File: src/rtl/wdt_pkg.sv
package wdt_pkg;

  typedef enum logic [1:0] {
    KEY_IDLE  = 2'd0,
    KEY_ARMED = 2'd1,
    KEY_OPEN  = 2'd2
  } keyState_e;

  // strobes and levels from control to datapath
  typedef struct packed {
    logic reload;
    logic enable;
    logic fastTick;
  } dpCtrl_t;

  // expiry events from datapath to control
  typedef struct packed {
    logic stage1Exp;
    logic stage2Exp;
  } dpEvt_t;

  localparam logic [2:0] IDX_PRE1   = 3'd0;
  localparam logic [2:0] IDX_PRE2   = 3'd1;
  localparam logic [2:0] IDX_STAT   = 3'd2;
  localparam logic [2:0] IDX_RELOAD = 3'd3;
  localparam logic [2:0] IDX_CTRL   = 3'd4;
  localparam logic [2:0] IDX_CFG    = 3'd5;

  localparam logic [7:0] KEY_FIRST  = 8'h80;
  localparam logic [7:0] KEY_SECOND = 8'h86;

endpackage

File: src/rtl/wdt_datapath.sv
module wdt_datapath
  import wdt_pkg::*;
#(
  parameter int PRELOAD_W     = 20,
  parameter int SLOW_DIV_LOG2 = 15,
  parameter int FAST_DIV_LOG2 = 5
) (
  input  logic                 clk,
  input  logic                 rstN,
  input  dpCtrl_t              ctl,
  input  logic [PRELOAD_W-1:0] preload1,
  input  logic [PRELOAD_W-1:0] preload2,
  output dpEvt_t               evt
);

  logic [SLOW_DIV_LOG2-1:0] prescale;
  logic [PRELOAD_W-1:0]     count;
  logic                     stage;   // 0: stage 1, 1: stage 2
  logic                     tick;
  logic                     slowTick;
  logic                     fastTick;
  logic                     countZero;
  logic                     running;

  always_ff @(posedge clk or negedge rstN) begin
    if (!rstN) prescale <= '0;
    else       prescale <= prescale + 1'b1;
  end

  generate
    if (FAST_DIV_LOG2 < SLOW_DIV_LOG2) begin : g_twoRates
      assign fastTick = &prescale[FAST_DIV_LOG2-1:0];
    end else begin : g_oneRate
      assign fastTick = &prescale;
    end
  endgenerate

  assign slowTick  = &prescale;
  assign tick      = ctl.fastTick ? fastTick : slowTick;
  assign countZero = (count == '0);
  assign running   = ctl.enable && !ctl.reload;

  assign evt.stage1Exp = running && tick && countZero && !stage;
  assign evt.stage2Exp = running && tick && countZero && stage;

  always_ff @(posedge clk or negedge rstN) begin
    if (!rstN) begin
      count <= '0;
      stage <= 1'b0;
    end else if (!running) begin
      count <= preload1;
      stage <= 1'b0;
    end else if (tick) begin
      if (countZero) begin
        stage <= !stage;
        count <= stage ? preload1 : preload2;
      end else begin
        count <= count - 1'b1;
      end
    end
  end


  count_hold_chk: assert property (@(posedge clk) disable iff (!rstN)
    (running && !tick) |=> ($stable(count) && $stable(stage)));


  stage_order_chk: assert property (@(posedge clk) disable iff (!rstN)
    $rose(stage) |-> $past(evt.stage1Exp));


  idle_reload_chk: assert property (@(posedge clk) disable iff (!rstN)
    (!ctl.enable) |=> (!stage));

endmodule

File: src/rtl/wdt_ctrl.sv
module wdt_ctrl
  import wdt_pkg::*;
#(
  parameter int PRELOAD_W = 20
) (
  input  logic                 clk,
  input  logic                 rstN,
  input  logic [4:0]           busAddr,
  input  logic                 busWe,
  input  logic [3:0]           busBe,
  input  logic [31:0]          busWdata,
  output logic [31:0]          busRdata,
  input  dpEvt_t               evt,
  output dpCtrl_t              dpCtl,
  output logic [PRELOAD_W-1:0] preload1,
  output logic [PRELOAD_W-1:0] preload2,
  output logic                 irqOut,
  output logic                 rstOut
);

  keyState_e  keyState;
  logic [2:0] wordIdx;
  logic       isKey;
  logic       protHit;
  logic       granted;
  logic       reloadStb;
  logic       flagClr;
  logic       lockBit, enableBit, modeBit;
  logic       rstMask, fastSel;
  logic [1:0] irqType;
  logic       irqStat, timeoutFlag;
  logic       unusedAddr;

  function automatic logic [31:0] mergeBytes(logic [31:0] oldVal,
                                             logic [31:0] newVal,
                                             logic [3:0]  be);
    logic [31:0] mask;
    for (int b = 0; b < 4; b++) mask[b*8 +: 8] = {8{be[b]}};
    return (oldVal & ~mask) | (newVal & mask);
  endfunction

  assign unusedAddr = ^busAddr[1:0];
  assign wordIdx    = busAddr[4:2];
  assign isKey      = busWe && (wordIdx == IDX_RELOAD) && busBe[0] &&
                      ((busWdata[7:0] == KEY_FIRST) || (busWdata[7:0] == KEY_SECOND));
  assign protHit    = busWe && !isKey &&
                      ((wordIdx == IDX_PRE1) || (wordIdx == IDX_PRE2) || (wordIdx == IDX_RELOAD));
  assign granted    = protHit && (keyState == KEY_OPEN);
  assign reloadStb  = granted && (wordIdx == IDX_RELOAD) && busBe[1] && busWdata[8];
  assign flagClr    = granted && (wordIdx == IDX_RELOAD) && busBe[1] && busWdata[9];

  // key sequencer
  always_ff @(posedge clk or negedge rstN) begin
    if (!rstN) keyState <= KEY_IDLE;
    else if (isKey) begin
      if (busWdata[7:0] == KEY_FIRST) keyState <= KEY_ARMED;
      else keyState <= (keyState == KEY_ARMED) ? KEY_OPEN : KEY_IDLE;
    end else if (protHit) keyState <= KEY_IDLE;
  end

  // guarded preloads
  always_ff @(posedge clk or negedge rstN) begin
    if (!rstN) begin
      preload1 <= '0;
      preload2 <= '0;
    end else if (granted) begin
      if (wordIdx == IDX_PRE1)
        preload1 <= PRELOAD_W'(mergeBytes(32'(preload1), busWdata, busBe));
      if (wordIdx == IDX_PRE2)
        preload2 <= PRELOAD_W'(mergeBytes(32'(preload2), busWdata, busBe));
    end
  end

  // control and configuration
  always_ff @(posedge clk or negedge rstN) begin
    if (!rstN) begin
      lockBit   <= 1'b0;
      enableBit <= 1'b0;
      modeBit   <= 1'b0;
      rstMask   <= 1'b0;
      fastSel   <= 1'b0;
      irqType   <= 2'b00;
    end else if (busWe && busBe[0]) begin
      if (wordIdx == IDX_CTRL) begin
        lockBit   <= lockBit | busWdata[0];
        enableBit <= busWdata[1] | (lockBit & enableBit);
        if (!lockBit) modeBit <= busWdata[2];
      end
      if (wordIdx == IDX_CFG) begin
        rstMask <= busWdata[5];
        fastSel <= busWdata[2];
        irqType <= busWdata[1:0];
      end
    end
  end

  // interrupt status, timeout flag, reset pulse
  always_ff @(posedge clk or negedge rstN) begin
    if (!rstN) begin
      irqStat     <= 1'b0;
      timeoutFlag <= 1'b0;
      rstOut      <= 1'b0;
    end else begin
      if (evt.stage1Exp && (irqType != 2'b11)) irqStat <= 1'b1;
      else if (busWe && busBe[0] && (wordIdx == IDX_STAT) && busWdata[0]) irqStat <= 1'b0;
      if (evt.stage2Exp && !modeBit) timeoutFlag <= 1'b1;
      else if (flagClr) timeoutFlag <= 1'b0;
      rstOut <= evt.stage2Exp && !modeBit && !rstMask;
    end
  end

  assign irqOut         = irqStat;
  assign dpCtl.reload   = reloadStb;
  assign dpCtl.enable   = enableBit;
  assign dpCtl.fastTick = fastSel;

  always_comb begin
    case (wordIdx)
      IDX_PRE1:   busRdata = 32'(preload1);
      IDX_PRE2:   busRdata = 32'(preload2);
      IDX_STAT:   busRdata = {31'b0, irqStat};
      IDX_RELOAD: busRdata = {22'b0, timeoutFlag, 9'b0};
      IDX_CTRL:   busRdata = {29'b0, modeBit, enableBit, lockBit};
      IDX_CFG:    busRdata = {26'b0, rstMask, 2'b0, fastSel, irqType};
      default:    busRdata = 32'b0;
    endcase
  end


  preload_guard_chk: assert property (@(posedge clk) disable iff (!rstN)
    (!$stable(preload1) || !$stable(preload2)) |-> $past(keyState == KEY_OPEN));


  lock_sticky_chk: assert property (@(posedge clk) disable iff (!rstN)
    lockBit |=> lockBit);


  enable_held_chk: assert property (@(posedge clk) disable iff (!rstN)
    (lockBit && enableBit) |=> enableBit);


  flag_source_chk: assert property (@(posedge clk) disable iff (!rstN)
    $rose(timeoutFlag) |-> $past(evt.stage2Exp));


  rst_source_chk: assert property (@(posedge clk) disable iff (!rstN)
    rstOut |-> ($past(evt.stage2Exp) && !$past(rstMask)));

endmodule

File: src/rtl/dual_stage_watchdog.sv
module dual_stage_watchdog
  import wdt_pkg::*;
#(
  parameter int PRELOAD_W     = 20,
  parameter int SLOW_DIV_LOG2 = 15,
  parameter int FAST_DIV_LOG2 = 5
) (
  input  logic        clk,
  input  logic        rstN,
  input  logic [4:0]  busAddr,
  input  logic        busWe,
  input  logic [3:0]  busBe,
  input  logic [31:0] busWdata,
  output logic [31:0] busRdata,
  output logic        irqOut,
  output logic        wdtRstOut
);

  dpCtrl_t              dpCtl;
  dpEvt_t               dpEvt;
  logic [PRELOAD_W-1:0] preload1;
  logic [PRELOAD_W-1:0] preload2;

  wdt_ctrl #(.PRELOAD_W(PRELOAD_W)) u_ctrl (
    .clk(clk), .rstN(rstN),
    .busAddr(busAddr), .busWe(busWe), .busBe(busBe),
    .busWdata(busWdata), .busRdata(busRdata),
    .evt(dpEvt), .dpCtl(dpCtl),
    .preload1(preload1), .preload2(preload2),
    .irqOut(irqOut), .rstOut(wdtRstOut)
  );

  wdt_datapath #(
    .PRELOAD_W(PRELOAD_W),
    .SLOW_DIV_LOG2(SLOW_DIV_LOG2),
    .FAST_DIV_LOG2(FAST_DIV_LOG2)
  ) u_dp (
    .clk(clk), .rstN(rstN), .ctl(dpCtl),
    .preload1(preload1), .preload2(preload2), .evt(dpEvt)
  );

endmodule

File: config.mk
export PLATFORM = sky130hd
export DESIGN_NAME = dual_stage_watchdog
export DESIGN_NICKNAME = d
export VERILOG_FILES = /design/src/rtl/wdt_pkg.sv /design/src/rtl/wdt_datapath.sv /design/src/rtl/wdt_ctrl.sv /design/src/rtl/dual_stage_watchdog.sv
export SDC_FILE = /design/constraint.sdc
export NUM_CORES = 1
export LEC_CHECK = 0
export BUFFER_PORTS_ARGS = -buffer_cell sky130_fd_sc_hd__buf_2
export CAP_MARGIN = 20
export CORE_MARGIN = 2
export CORE_UTILIZATION = 55
export CTS_CLUSTER_DIAMETER = 60
export DETAILED_ROUTE_END_ITERATION = 7
export GPL_ROUTABILITY_DRIVEN = 0
export PLACE_DENSITY = 0.74
export SETUP_SLACK_MARGIN = 0.2
export SYNTH_ARGS = -nofsm -noshare
export SYNTH_HDL_FRONTEND = slang
export SYNTH_SLANG_ARGS = --single-unit
File: constraint.sdc
create_clock -name clk -period 2.3 [get_ports clk]
set_input_delay 0.115 -clock clk [delete_from_list [all_inputs] [get_ports clk]]
set_output_delay 0.115 -clock clk [all_outputs]
set_load 0.03 [all_outputs]
# After elaboration in Yosys (flattened, before gate mapping)
# Index checks and enable logic that the tools add are counted.
[word_totals]
reg_bits = 88
[op_classes]
mux = 17
n_eq_ne = 12
add_sub_neg = 2
reduce_logical = 42
n_bitwise = 10
[ops]
columns = ["cell", "n"]
rows = [
  ["$pmux 20 s6", 1],
  ["$mux 20", 4],
  ["$and 20x20->20", 3],
  ["$or 20x20->20", 2],
  ["$logic_and 1x1->1", 21],
  ["$logic_not 20->1", 1],
  ["$not 20->20", 1],
  ["$sub 20x1->20 const B", 1],
  ["$eq 8x8->1 const B", 2],
  ["$add 15x1->15 const B", 1],
  ["$reduce_and 15->1", 1],
  ["$reduce_and 2->1", 5],
  ["$mux 1", 8],
  ["$mux 2", 4],
  ["$eq 3x2->1 const B", 2],
  ["$eq 3x3->1 const B", 2],
  ["$reduce_bool 2->1", 3],
  ["$logic_not 1->1", 5],
  ["$reduce_and 5->1", 1],
  ["$ne 2x1->1 const B", 2],
  ["$eq 3x1->1 const B", 1],
  ["$logic_not 3->1", 1],
  ["$logic_or 1x1->1", 3],
  ["$reduce_and 3->1", 1],
  ["other kinds (6)", 7],
]

# Depth between registers and ports, before layout
[logic_depth]
depth_word = 18
mapped_depth = 8

# Hierarchy
# From an unflattened synthesis, not the netlist that was laid out.
[unflattened]
cells_unflattened = 502
hier_area_um2 = 5212.5
[modules_own_cells]
columns = ["module", "n_inst", "area_per_inst_um2", "cells_each"]
rows = [
  ["wdt_ctrl", 1, 2672.6, 218],
  ["wdt_datapath", 1, 2539.9, 284],
]

# Least setup slack after synthesis
# No wires, ideal clock.
[synth_timing]
kind = "register -> register"
startpoint = "register u_dp.count[2]"
endpoint = "register u_dp.count[5]"
path_slack_ns = 0.218
t_required_ns = 2.170
setup_time_ns = 0.130
stages_incl_launch_ff = 8
arrival_ns = 1.952
path_cell_list = "dfrtp_1 > or4_1 > buf_2 > or2_4 > buf_6 > o32a_1 > nor2_1 > o31ai_2"
[synth_between]
elab_chain_len = 4
[synth_rtl]
columns = ["element", "line_no", "source"]
rows = [
  ["from (decl)", "wdt_datapath.sv:17", "logic [PRELOAD_W-1:0] count;"],
  ["from (signal assigned)", "wdt_datapath.sv:51", "count <= preload1;"],
  ["from (signal assigned)", "wdt_datapath.sv:56", "count <= stage ? preload1 : preload2;"],
  ["from (signal assigned)", "wdt_datapath.sv:58", "count <= count - 1'b1;"],
  ["$sub 20x1->20 / $logic_not 20->1 (equally long branches)", "wdt_datapath.sv:58, wdt_datapath.sv:40", ""],
  ["$mux 20 *", "wdt_datapath.sv:54", "if (countZero) begin"],
  ["$mux 20 *", "wdt_datapath.sv:53", "end else if (tick) begin"],
  ["$mux 20 *", "wdt_datapath.sv:50", "end else if (!running) begin"],
]
# Mark *: on every way between the ends. The rest lies on a longest branch, timed or not. The select of a mux whose other input is x is not followed.
# A chain may end at the register's enable or synchronous reset.

# Worst setup path after layout
[layout_timing]
startpoint = "register u_dp.count[3]"
endpoint = "register u_ctrl.rstOut"
[layout_between]
elab_chain_len = 5
[layout_rtl]
columns = ["element", "line_no", "source"]
rows = [
  ["$logic_not 20->1", "wdt_datapath.sv:40", "assign countZero = (count == '0);"],
  ["$logic_and 1x1->1 (2 in a row)", "wdt_datapath.sv:44", "assign evt.stage2Exp = running && tick && countZero && stage;"],
  ["$logic_and 1x1->1 (2 in a row)", "wdt_ctrl.sv:108", "rstOut <= evt.stage2Exp && !modeBit && !rstMask;"],
  ["to (signal assigned)", "wdt_ctrl.sv:108", ""],
  ["to (decl)", "wdt_ctrl.sv:18", "output logic rstOut"],
]
# No other way between the ends.

==> out/results.txt <==
CTS sink cnt -> 88
Worst setup EP type -> register
Hold slack -> 0.0126 ns
Setup CP Type -> register to register
Antenna-violating nets left -> 0
Ys flop type -> dfrtp_1
Final Max Tran Viols -> 0
Global-route usage over all layers -> 27.3%
First-pass GRT wire length -> 21,700 um
RSZ-0062 raised after global routing -> true
Final setup viols -> 0
Routed wire per std cell -> 19.0 um
Hpwl dp -> 9260 um
FFs w/ async S/R, synth -> 100%
Net count, final -> 629
Post-synthesis sequential area ratio -> 42.8%
Max-cap viol count -> 0
PortBufs -> 50
Die W -> 101 um
Compound-gate portion of the synthesized area -> 12.8%
VDD IR max -> 512 uV
Clock Tree Buf Depth -> 2
Maximum fanout along the worst path -> 10
Sequential cell area -> 0.00220 mm^2
Final Hold Viols -> 0
Adder-cell share of the synthesized area -> 0.973%
Via/cell ratio -> 6.27
Synth Area per Inst -> 10.3 um^2
Post-synthesis xor/xnor area fraction -> 3.40%
Final Cycle Share -> 90.4%
Initial antenna violation count -> 0
First DRT Iteration DRCs -> 475
Starting Density -> 56.2%
Die area -> 0.0101 mm^2
Vias post-DR -> 4,368
Die Span Y -> 101 um
Row count -> 35
FILL cells -> 682
EDFF count, synth -> 0
Core Region -> 0.00915 mm^2
Root Driver -> clkbuf_8
Cells along the critical path -> or4_4 -> or2_4 -> nor2_4 -> nand3b_1 -> nor4_1
CP peak stage delay -> 0.57 ns
Pwr/cell area -> 696 mW/mm^2
Worst Path Required -> 2.57 ns
Peak Freq -> 481 MHz
Seq cells post-synth -> 88
Leak Pwr -> 2.77 nW
Final setup TNS -> 0 ns
Simple-gate area share of the yosys netlist -> 16.6%
Vias in the first global route -> 4,320
Warnings, synthesis -> 0
Multi-input gate area -> 0.00281 mm^2
Mux share of post-synthesis cell area -> 18.4%
Number of diodes -> 0
Rel. slew slack -> 59.3%
Netlist cell types -> 70
Worst reg2reg setup slack -> 0.22 ns
Most frequent cells in the layout -> dfrtp_1 (88), buf_2 (49), nor2_1 (39)
Status -> finished clean
CP startpoint -> u_dp.count[3]$_DFFE_PN0P_
Tmin final -> 2.08 ns
Largest family of logic cells by synthesized area -> multiplexers
Most common cell after layout, fill and taps aside -> dfrtp_1
Largest net degree at the start of global routing -> 49
R2R Path Start -> u_dp.count[3]$_DFFE_PN0P_
Clock slew at reported path FFs -> 0.10 ns
Residual DRC count -> 0
Cell Area, Synth -> 0.00515 mm^2
Worst-margin pin slew -> 0.611 ns
Final Non-Filler Cells -> 697
Min-delay src -> busWdata[7]
CP arrival -> 2.34 ns
Num CTS Buffers -> 9
Cells after Synth -> 498
Grt ovf -> 0
Share of layout cells above drive strength 1 -> 27.0%
Placed cell count -> 656
Worst Hold Class -> input port to register
Critical-path top delay cell -> or4_4
Ports -> 78
Drt pass-1 iters -> 5
Skew final -> 0.0145 ns
Area grow syn2layout -> 17.8%
CTS tree -> yes
Clk Latency, worst-skew pair -> 0.37 ns
Crit path launch type -> register
# H-tree levels -> 3
Final WL -> 13,300 um
## what timing repair did
item                       in CTS  in global routing
setup buffers                   6                  4
hold buffers                   13                  1
gates cloned                    1                  0
setup endpoints to repair      13                 23
pin swaps                       2                  6
resized for setup               6                 11
hold endpoints to repair       60                  1
## worst paths after layout
kind | to | cells past startpoint
max | u_ctrl.rstOut$_DFF_PN0_ | 5
min | register | 2
max reg2reg | u_ctrl.rstOut$_DFF_PN0_ | 5
min reg2reg | u_dp.prescale[14]$_DFF_PN0_ | 1
max in group asynchronous | u_dp.count[17]$_DFFE_PN0P_ | 3
min in group asynchronous | u_dp.prescale[7]$_DFF_PN0_ | 2
## worst max-delay path: cells and delay by family, from the launching register on
family / cells / cell delay [ns]
DFF: 1 / 0.44
and+or+nand+nor: 5 / 1.52
## cell usage after synthesis, drive strengths merged, types with 3 or more instances
cell type,n,area share (%)
dfrtp,88,43
mux2,48,11
nor2,41,3.2
mux2i,34,6.6
nand2,31,2.3
buf,26,3.3
nand3,26,2.5
a21oi,23,2.2
o21ai,16,1.6
xnor2,15,2.6
a31oi,13,1.6
clkbuf,13,0.95
o31ai,11,1.9
inv,9,0.66
nor4,8,1.7
nand4,7,0.85
nor3,7,0.68
o211ai,7,1.0
nand3b,5,0.80
nor2b,5,0.61
xor2,5,0.85
ha,4,0.97
or2,4,0.53
a32oi,3,0.51
and3,3,0.36
mux4,3,1.3
nand2b,3,0.36
## final cells by class
| cell class | instances | share of cell area (%) |
|---|---|---|
| multi-input cells | 374 | 46.3 |
| flip-flops and latches | 88 | 36.3 |
| repair buffers | 99 | 11.0 |
| well taps | 111 | 2.29 |
| clock buffers | 10 | 2.27 |
| clock inverters | 6 | 1.20 |
| inverters | 9 | 0.557 |
## power breakdown
group	internal, W	total (W)	switching [W]
registers	0.00165	0.00182	0.000170
logic	0.000523	0.00123	0.000708
clock network	0.000548	0.00116	0.000615
total	0.00272	0.00422	0.00149
## metal layers
metal  vias to the layer above  global-route usage [%]  part of all wire, %
met1                      2146                    38.0                   43
li1                       1989                       -                    -
met5                         -                       0                    0
met2                       220                    44.3                   49
met3                        13                    4.58                  7.2
met4                         0                    7.69                  1.1
## metrics by stage
stage / utilization [%] / setup WS (ns) / area [um^2] / power [W]
after floorplan: - / 0.218 / 5190 / 0.00259
after global placement: 60.8 / 0.179 / 5560 / 0.00287
after detailed placement: 60.8 / 0.0937 / 5560 / 0.00289
after CTS: 65.2 / 0.201 / 5970 / 0.00416
after global routing: 66.2 / 0.174 / 6060 / 0.00442
final: 66.2 / 0.221 / 6060 / 0.00422
## cells by family after synthesis
group | count (synthesis)
other cells | 1
mux | 85
fa+ha+maj | 4
simple gates | 156
buf+inv | 48
xor+xnor | 20
flops | 88
compound gates | 96
Power figures use the tool's default switching activity.
